==> config.mk <==
export PLATFORM = sky130hd
export DESIGN_NAME = mux_bus_seq
export DESIGN_NICKNAME = d
export VERILOG_FILES = /design/src/rtl/mux_bus_seq.sv
export SDC_FILE = /design/constraint.sdc
export NUM_CORES = 1
export LEC_CHECK = 0
export ABC_AREA = 1
export BUFFER_PORTS_ARGS = -buffer_cell sky130_fd_sc_hd__buf_2
export CAP_MARGIN = 25
export CORE_ASPECT_RATIO = 0.5
export CORE_UTILIZATION = 39
export CTS_CLUSTER_DIAMETER = 150
export CTS_CLUSTER_SIZE = 12
export DETAILED_ROUTE_END_ITERATION = 6
export PLACE_DENSITY = 0.67
export SLEW_MARGIN = 0
export SYNTH_ARGS = -nofsm -noshare
export SYNTH_HDL_FRONTEND = slang
export SYNTH_SLANG_ARGS = --single-unit
==> constraint.sdc <==
create_clock -name clk -period 1.65 [get_ports clk]
set_clock_uncertainty 0.2 [all_clocks]
set_input_delay 0 -clock clk [delete_from_list [all_inputs] [get_ports clk]]
set_output_delay 0 -clock clk [all_outputs]
set_load 0.05 [all_outputs]
==> src/rtl/mux_bus_seq.sv <==
module mux_bus_seq #(
  parameter int AW = 16,
  parameter int DW = 8
) (
  input  logic          clk,
  input  logic          rst_n,
  input  logic          req,
  input  logic [1:0]    req_op,
  input  logic [AW-1:0] req_addr,
  input  logic [DW-1:0] req_wdata,
  output logic [DW-1:0] rdata,
  output logic          done,
  output logic          ale,
  output logic          psen_n,
  output logic          rd_n,
  output logic          wr_n,
  output logic [AW-DW-1:0] addr_hi,
  output logic [DW-1:0] ad_out,
  output logic          ad_oe,
  input  logic [DW-1:0] ad_in
);

  localparam int ALE_W      = 2;
  localparam int PSEN_START = ALE_W + 1;
  localparam int PSEN_W     = 3;
  localparam int DS_START   = ALE_W + 3;
  localparam int DS_W       = 6;
  localparam int FETCH_END  = PSEN_START + PSEN_W;
  localparam int DATA_END   = DS_START + DS_W;
  localparam int CW         = $clog2(DATA_END + 1);

  localparam logic [CW-1:0] K_ALE_LAST = CW'(ALE_W - 1);
  localparam logic [CW-1:0] K_ADR_LAST = CW'(ALE_W);
  localparam logic [CW-1:0] K_PS_FIRST = CW'(PSEN_START);
  localparam logic [CW-1:0] K_PS_LAST  = CW'(PSEN_START + PSEN_W - 1);
  localparam logic [CW-1:0] K_DS_FIRST = CW'(DS_START);
  localparam logic [CW-1:0] K_DS_LAST  = CW'(DS_START + DS_W - 1);
  localparam logic [CW-1:0] K_WD_FIRST = CW'(DS_START - 1);
  localparam logic [CW-1:0] K_F_END    = CW'(FETCH_END);
  localparam logic [CW-1:0] K_D_END    = CW'(DATA_END);

  localparam logic [1:0] OP_FETCH = 2'b00;
  localparam logic [1:0] OP_READ  = 2'b01;
  localparam logic [1:0] OP_WRITE = 2'b10;
  localparam logic [1:0] OP_RSVD  = 2'b11;

  logic          busy;
  logic [1:0]    op;
  logic [CW-1:0] cnt;
  logic [DW-1:0] lo_q, wd_q;
  logic          accept, adr_ph, wd_ph, ps_ph, ds_ph;
  logic [CW-1:0] last_k, cap_k;

  wire is_fetch = (op == OP_FETCH);
  wire is_read  = (op == OP_READ);
  wire is_write = (op == OP_WRITE);

  assign last_k = is_fetch ? K_F_END : K_D_END;
  assign cap_k  = is_fetch ? K_PS_LAST : K_DS_LAST;
  assign done   = busy && (cnt == last_k);
  assign accept = req && (req_op != OP_RSVD) && (!busy || done);

  always_ff @(posedge clk or negedge rst_n) begin
    if (!rst_n) begin
      busy    <= 1'b0;
      op      <= OP_FETCH;
      cnt     <= '0;
      lo_q    <= '0;
      wd_q    <= '0;
      addr_hi <= '0;
    end else if (accept) begin
      busy    <= 1'b1;
      op      <= req_op;
      cnt     <= '0;
      lo_q    <= req_addr[DW-1:0];
      wd_q    <= req_wdata;
      addr_hi <= req_addr[AW-1:DW];
    end else if (done) begin
      busy <= 1'b0;
      cnt  <= '0;
    end else if (busy) begin
      cnt <= cnt + 1'b1;
    end
  end

  always_ff @(posedge clk or negedge rst_n) begin
    if (!rst_n)
      rdata <= '0;
    else if (busy && !is_write && (cnt == cap_k))
      rdata <= ad_in;
  end

  assign ale    = busy && (cnt <= K_ALE_LAST);
  assign adr_ph = busy && (cnt >= K_ALE_LAST) && (cnt <= K_ADR_LAST);
  assign wd_ph  = busy && is_write && (cnt >= K_WD_FIRST) && (cnt <= K_D_END);
  assign ps_ph  = busy && is_fetch && (cnt >= K_PS_FIRST) && (cnt <= K_PS_LAST);
  assign ds_ph  = busy && (cnt >= K_DS_FIRST) && (cnt <= K_DS_LAST);

  assign psen_n = !ps_ph;
  assign rd_n   = !(ds_ph && is_read);
  assign wr_n   = !(ds_ph && is_write);
  assign ad_oe  = adr_ph || wd_ph;
  assign ad_out = adr_ph ? lo_q : (wd_ph ? wd_q : '0);

  p_one_strobe_r10: assert property (@(posedge clk) disable iff (!rst_n)
    $countones({!psen_n, !rd_n, !wr_n}) <= 1);

  p_float_r7: assert property (@(posedge clk) disable iff (!rst_n)
    (!psen_n || !rd_n) |-> !ad_oe);

  p_ale_width_r2: assert property (@(posedge clk) disable iff (!rst_n)
    $rose(ale) |=> ale ##1 !ale);

  p_hi_moves_r3: assert property (@(posedge clk) disable iff (!rst_n)
    !$stable(addr_hi) |-> ale);

  p_psen_width_r4: assert property (@(posedge clk) disable iff (!rst_n)
    $fell(psen_n) |=> !psen_n ##1 !psen_n ##1 psen_n);

  p_wr_setup_r6: assert property (@(posedge clk) disable iff (!rst_n)
    $fell(wr_n) |-> $past(ad_oe));

  p_wr_hold_r6: assert property (@(posedge clk) disable iff (!rst_n)
    $rose(wr_n) |-> ad_oe);

  p_done_pulse_r8: assert property (@(posedge clk) disable iff (!rst_n)
    done |=> !done);

  p_idle_quiet_r1: assert property (@(posedge clk) disable iff (!rst_n)
    (done && !req) |=> (!ale && psen_n && rd_n && wr_n && !ad_oe));

endmodule

Word-level counts from Yosys, hierarchy flattened
Cells that the tools add are included.
W data, S select, Z words.
{ "totals": {"ff_bits": 39, "elab_cells": 59, "inputBits": 37, "out_inout_bits": 30} }
{ "classes": {"order_cmp": 9, "n_addsub": 1, "mux": 9, "n_reduce_logical": 28, "eq_ne": 5} }
{ "ops": {"columns": ["operator", "count"], "rows": [
  ["$mux W4", 5],
  ["$logic_and A1 B1 Y1", 18],
  ["$mux W8", 2],
  ["$eq A4 B4 Y1", 2],
  ["$ge A4 B3 Y1 const B", 2],
  ["$le A4 B4 Y1 const B", 2],
  ["$logic_not A1 Y1", 5],
  ["$add A4 B1 Y4 const B", 1],
  ["$ge A4 B1 Y1 const B", 1],
  ["$ge A4 B2 Y1 const B", 1],
  ["$le A4 B1 Y1 const B", 1],
  ["$le A4 B2 Y1 const B", 1],
  ["$le A4 B3 Y1 const B", 1],
  ["$reduce_bool A3 Y1", 1],
  ["$eq A2 B1 Y1 const B", 1],
  ["$eq A2 B2 Y1 const B", 1],
  ["$logic_not A2 Y1", 1],
  ["$logic_or A1 B1 Y1", 2],
  ["$mux W1", 2],
  ["$ne A2 B2 Y1 const B", 1],
  ["$reduce_bool A2 Y1", 1]
]} }

Depth between registers and ports, before layout
Gate-level depths: netlist of run 1.
{ "logic_depth": {"depth_word": 7, "ltp_mapped": 10, "ltp_nobuf": 9} }

Worst setup path before layout of run 1
Ideal clock, no wire load.
{ "synth_timing": {"path_kind": "flip-flop to output port", "start": "reg cnt[1]", "end": "out ad_out[0]", "required_ps": 1450, "stages_incl_launch_ff": 6, "slack_ps": -439, "arrival_time_ps": 1889, "path_buffers": 0, "path_cell_list": "dfrtp_1 -> inv_1 -> ha_1 -> inv_1 -> o221ai_1 -> o22ai_1"} }
{ "synth_between": {"elab_chain_len": 5, "elab_cells_between_ends": 10, "classes_between": "order compare: 4; mux: 2; reduce/logical: 4"} }
{ "synth_lines": {"columns": ["item", "line", "text"], "rows": [
  ["start: declaration", "49", "logic [CW-1:0] cnt;"],
  ["start signal: assignment", "82", "cnt <= cnt + 1'b1;"],
  ["$ge A4 B3 Y1", "95", "assign wd_ph = busy && is_write && (cnt >= K_WD_FIRST) && (cnt <= K_D_END);"],
  ["$logic_and A1 B1 Y1 (2 in series)", "95", null],
  ["$mux W8", "103", "assign ad_out = adr_ph ? lo_q : (wd_ph ? wd_q : '0);"],
  ["$mux W8 *", "103", null],
  ["end: declaration", "18", "output logic [DW-1:0] ad_out,"]
]} }
Every way passes the cells marked *; elsewhere a longest branch is shown, timed or not.

Worst setup path in the final report of run 1
{ "layout_timing": {"start": "reg cnt[0]", "end": "out ad_out[4]"} }
The elaborated chain is that of the path after synthesis.

==> results_dict.tcl, run 1 <==
set metrics [dict create \
    status "finished with violations" \
    violations "hold timing, setup timing" \
    reg2reg_to "addr_hi[0]$_DFFE_PN0P_" \
    hold_end "busy$_DFFE_PN0P_" \
    syn_to_final_growth_pct 101.9 \
    die-height_um 51.53 \
    yosys_most_used_dff "dfrtp_1" \
    power_uw 9090 \
    maxSlewViolCount 0 \
    start_util_pct 42.03 \
    drt-wirelength-per-cell_um 18.49 \
    setup_viol 44 \
    power-per-cell-area_mw_per_mm2 2353 \
    cts_made_buffers 5 \
    cts_hold_buf 35 \
    cts-root-buf "clkbuf_8" \
    final-hold-violation-count 1 \
    cp-startpoint "cnt[0]$_DFFE_PN0P_" \
    setup-tns-final_ps -9163 \
    synth_warnings 0 \
    detailed_place_hpwl_um 3299 \
    hold_path.class "in -> reg" \
    rr_worst_depth 11 \
    cp.required_ps 1450 \
    rows 17 \
    crit_type "reg -> out" \
    min_period_ps 1987 \
    tritoncts "built" \
    holdWs_ps -57.70 \
    seq_area_frac_synth_pct 51.01 \
    clk_pin_slew_ps 90 \
    drive_above_1_share_pct 56.92 \
    drc 0 \
    syn_inst 236 \
    crit_fanout 5 \
    synth_largest_area_cell "dfrtp_1" \
    wirelength_um 8302 \
    drt_pass1_iterations 4 \
    antenna_cells 0 \
    gr-total-overflow 0 \
    port_buffers 66 \
    avgSynthCellArea_sq_um 8.106 \
    worst_setup_path_start_kind "flop" \
    insertion_delay_ps 310 \
    hold_depth 3 \
    use_met1_pct 35.79 \
    hp-start "req" \
    drtIter0Drc 107 \
    grt_util_met2_pct 55.10 \
    dp_cells 381 \
    grt_pass1_wl_um 11540 \
    rr_startpoint "cnt[3]$_DFFE_PN0P_" \
    max_slew.worst_pin.slew_ps 529.6 \
    htreeDepth 2 \
    ios 67 \
    nNetsFinal 423 \
    power.leakage_uw 0.001834 \
    finalNonFillerCells 449 \
    rrSetupSlack_ps -260 \
    syn_area_sq_mm 0.001913 \
    clockBufferDepth 2 \
    synth-seq-cells 39 \
    synth_edf_count 0 \
    fmax_mhz 503.2 \
    yosysUniqueCellTypes 24 \
    use_met3_pct 7.124 \
    top_usage_layer "met2" \
    grt_start_max_net_pins 40 \
    rsz0062_at_grt "yes" \
    vias 2328 \
    synthesis.nets 277 \
    period_share_pct 120.4 \
    irDropWorstVdd_mv 1.211 \
    crit_arrival_ps 1790 \
    core-area_sq_mm 0.004552 \
    endpoint_kind "output pin" \
    antenna_found_initial 0 \
    netlist.area_leader.share_pct 51.01 \
    grt_pass1_vias 2345 \
    via_per_inst 5.185 \
    die-area_sq_mm 0.005207 \
    grt_usage_pct 30.47 \
    gp_congestion 0.8464 \
    slew_headroom_pct 64.56 \
    synthTopCellsByArea "dfrtp_1 51%, nand2_1 17%, nand3_1 10%, inv_1 4.3%, ha_1 2.6%" \
    detail-route-antenna-nets 0 \
    maxCapViolCount 0 \
    cts_num_sinks 39 \
    async_flop_share_pct 100.0 \
    die_w_um 101.1 \
    finalWorstSetupSlack_ps -337.3 \
]
cells by family after synthesis:
group / count (synthesis) / synth area share, %
xor gates and xnor gates: 2 / 0.9158
and+or+nand+nor: 139 / 31.92
adders and majority gates: 4 / 2.616
AOI/OAI and AO/OA: 20 / 6.279
buffers and inverters: 32 / 7.259
DFF: 39 / 51.01
what timing repair did:
item                                    4_1_cts  5_1_grt
setup buffers                                14        6
gates cloned                                  7        0
resized for setup                            87       56
hold endpoints to repair                     75        1
endpoints found under the setup margin       40       53
pin swaps                                    24       24
stage by stage:
stage | setup WS (ps) | cell area [sq um] | util (%) | hold slack (ps)
2_1_floorplan | -31.99 | 2036 | - | -495.6
3_3_place_gp | -55.10 | 2564 | 56.32 | -116.4
3_5_place_dp | -70.48 | 2564 | 56.32 | -115.2
4_1_cts | -250.9 | 3664 | 80.48 | -223.2
5_1_grt | -354.8 | 3862 | 84.85 | -65.46
6_report | -337.3 | 3862 | 84.85 | -57.70
critical path: stages, from the launching register on:
cell and delay (ps):
dfrtp_1 430, buf_6 140, ha_4 170, o221ai_4 300
buf_12 170, o22ai_2 70, buf_6 180
state kept, by name, indices dropped and copies added, names as in the netlist:
name	flops
op	2
busy	1
addr_hi	8
wd_q	8
cnt	4
rdata	8
lo_q	8
routing by layer:
| layer | share of wire (%) | wire (um) |
|---|---|---|
| met2 | 50 | 4154 |
| met3 | 9.1 | 752 |
| met5 | 0 | 0 |
| met1 | 37 | 3074 |
| met4 | 3.9 | 321 |
cell usage after synthesis, types with 2 or more instances:
library cell / number
clkbuf_1: 2
inv_1: 22
nand3_1: 39
nand2_1: 87
o21ai_0: 4
inv_2: 3
buf_6: 2
xor2_1: 2
ha_1: 4
nor2_1: 5
nand2_2: 2
a21oi_1: 4
dfrtp_1: 39
nor2_2: 2
buf_2: 3
o22ai_1: 8
worst max path at each step:
stage,to,slack [ps],cells past startpoint
after detailed placement,ad_out[6],-70,6
after global routing,ad_out[4],-350,7
after global placement,lo_q[1]$_DFFE_PN0P_,-60,8
after floorplan,psen_n,-30,2
after CTS,ad_out[6],-250,6
final,ad_out[4],-340,6
final cells by class:
cell class	instances	area, sq um
clock inverters	3	43.79
repair buffers	143	1251
flip-flops and latches	39	979.7
fillers	224	689.4
inverters	25	101.3
clock buffers	5	68.82
well taps	66	82.58
multi-input cells	168	1335
placed cells by master, fill, tap and decap left out, drive strengths merged:
| master | count |
|---|---|
| a21oi | 4 |
| buf | 108 |
| bufinv | 1 |
| clkbuf | 5 |
| clkinv | 2 |
| dfrtp | 39 |
| dlygate4sd3 | 35 |
| ha | 4 |
| inv | 25 |
| nand2 | 93 |
| nand3 | 40 |
| nor2 | 8 |
| nor3 | 1 |
| o2111ai | 1 |
| o21a | 1 |
| o21ai | 5 |
| o221ai | 1 |
| o22ai | 8 |
| xor2 | 2 |
power breakdown:
group | switching (uW) | total [uW] | leakage (uW) | internal (uW)
combinational | 3840 | 6440 | 0.00130 | 2600
clock | 397 | 848 | 0.0000581 | 451
sequential | 389 | 1800 | 0.000481 | 1410
(Power assumes the default switching activity.)
==> run 2: changes to the inputs <==
--- a/config.mk
+++ b/config.mk
@@ -14,6 +14,7 @@
 export CTS_CLUSTER_SIZE = 12
 export DETAILED_ROUTE_END_ITERATION = 6
 export PLACE_DENSITY = 0.67
+export RECOVER_POWER = 50
 export SLEW_MARGIN = 0
 export SYNTH_ARGS = -nofsm -noshare
 export SYNTH_HDL_FRONTEND = slang
==> run 2 against run 1 <==
The run still ends with hold timing, setup timing left. Setup slack is essentially flat. Largest cell class unchanged. Clock-buffer cell count is the same. Non-clock buffer count is the same. Total power is essentially flat. First-iteration DRC count grew 4.7%.
==> results_dict.tcl, run 2 (synthesis gave the netlist of run 1 again) <==
set metrics [dict create \
    layout_common_cells "52 x nand2_1, 52 x buf_2, 36 x dfrtp_1" \
    via_per_inst 5.247 \
    rr_startpoint "cnt[3]$_DFFE_PN0P_" \
    crit_arrival_ps 1790 \
    ios 67 \
    syn_to_final_growth_pct 101.8 \
    multi_input_area_sq_mm 0.001335 \
    maxSlewViolCount 0 \
    pre_cts_ws_ps -70.48 \
    core-area_sq_mm 0.004552 \
    power.leakage_uw 0.001833 \
    grt_usage_pct 30.47 \
    cp-startpoint "cnt[0]$_DFFE_PN0P_" \
    power-per-cell-area_mw_per_mm2 2357 \
    start_util_pct 42.03 \
    rr_worst_depth 11 \
    cts_hold_buf 35 \
    hold_path.class "in -> reg" \
    detail-route-antenna-nets 0 \
    dp_cells 381 \
    irDropWorstVdd_mv 1.212 \
    maxCapViolCount 0 \
    die-area_sq_mm 0.005207 \
    cts-root-buf "clkbuf_8" \
    port_buffers 66 \
    crit_end "ad_out[4]" \
    p_seq_share_pct 19.8 \
    fin_area_sq_mm 0.003860 \
    clockBufferDepth 2 \
    drive_above_1_share_pct 56.92 \
    status "finished with violations" \
    num-fill-cells 224 \
    drt_pass1_iterations 5 \
    cts_made_buffers 5 \
    min_period_ps 1988 \
    holdWs_ps -56.65 \
    wirelength_um 8311 \
    reg2reg_to "addr_hi[0]$_DFFE_PN0P_" \
    grt_pass1_vias 2345 \
    antenna_cells 0 \
    drtIter0Drc 112 \
    grt_start_max_net_pins 40 \
    dr_wl_met3_um 605 \
    dpl_cell_area_sq_mm 0.002564 \
    endpoint_kind "output pin" \
    die-height_um 51.53 \
    rrSetupSlack_ps -260 \
    utilization_pct 84.80 \
    violations "hold timing, setup timing" \
    gp_congestion 0.8464 \
    top_layer "met4" \
    switchingPower_uw 4640 \
    vias 2356 \
    final-hold-violation-count 1 \
    pwr-share-clk_pct 9.4 \
    combinationalPowerShare_pct 70.9 \
    cts_num_sinks 39 \
    gr-total-overflow 0 \
    rsz0062_at_grt "yes" \
    drc 0 \
    cp.required_ps 1450 \
    drt-wirelength-per-cell_um 18.51 \
    setup_viol 44 \
    crit_fanout 5 \
    finalNonFillerCells 449 \
    slew_headroom_pct 34.34 \
    crit_type "reg -> out" \
    fmax_mhz 503.1 \
    clk_pin_slew_ps 90 \
    intPower_uw 4458 \
    wl_met1_um 3246 \
    htreeDepth 2 \
    grt_pass1_wl_um 11540 \
    worst_setup_path_start_kind "flop" \
    finalWorstSetupSlack_ps -337.7 \
    tritoncts "built" \
    nNetsFinal 423 \
    switching_share_pct 51.00 \
    insertion_delay_ps 310 \
    die_w_um 101.1 \
    rows 17 \
    detailed_place_hpwl_um 3299 \
    max_slew.worst_pin.slew_ps 984.9 \
    period_share_pct 120.5 \
    regArea_sq_um 979.7 \
    antenna_found_initial 0 \
    wl_met2_um 4121 \
]
-- run 2: cell types whose count changed in the layout (fill, tap and decap cells not counted) --
cell,before,now
buf_4,24,23
clkbuf_2,0,1
-- run 2: worst min-delay path by stage --
stage | startpoint | endpoint | cells past startpoint
floorplan | rst_n | addr_hi[0]$_DFFE_PN0P_ | 0
CTS | req | busy$_DFFE_PN0P_ | 3
detailed placement | rst_n | addr_hi[5]$_DFFE_PN0P_ | 2
finish | req | busy$_DFFE_PN0P_ | 3
global route | req | busy$_DFFE_PN0P_ | 3
global placement | rst_n | wd_q[2]$_DFFE_PN0P_ | 2
-- run 2: power by group through the flow --
stage / Clock (uW) / Sequential [uW] / Combinational (uW)
global placement: 0 / 1670 / 4030
detailed placement: 0 / 1680 / 4070
global route: 888 / 1840 / 6720
floorplan: 0 / 2340 / 2310
finish: 851 / 1800 / 6450
CTS: 823 / 1710 / 5810
-- run 2: layout make-up --
type | instances | area share, %
clock buffer | 5 | 1.783
clock inverter | 3 | 1.135
inverter | 25 | 2.626
multi-input combinational | 168 | 34.59
sequential | 39 | 25.38
tap | 66 | 2.139
timing repair buffer | 143 | 32.35
-- run 2: timing repair --
item                                    in CTS  in global routing
resized for setup                           87                 56
buffers inserted                            14                  6
endpoints found under the setup margin      40                 53
cloned                                       7                  0
pin swaps                                   24                 24
endpoints found under the hold margin       75                  1
-- run 2: layer usage --
| layer | GRT usage (%) | vias to the layer above |
|---|---|---|
| li1 | - | 1061 |
| met1 | 35.79 | 1115 |
| met2 | 55.10 | 141 |
| met3 | 7.124 | 39 |
| met4 | 11.84 | 0 |
| met5 | 0 | - |
-- run 2: critical path: stages, from the launching register on --
cell and delay, ps:
dfrtp_1 430, buf_6 140, ha_4 170, o221ai_4 300
buf_12 170, o22ai_2 70, buf_6 180
-- run 2: stage by stage --
step | power (uW) | setup TNS [ps]
2_1_floorplan | 4644 | -182.1
3_3_place_gp | 5698 | -1646
3_5_place_dp | 5751 | -1192
4_1_cts | 8335 | -5583
5_1_grt | 9442 | -11470
6_report | 9098 | -9206
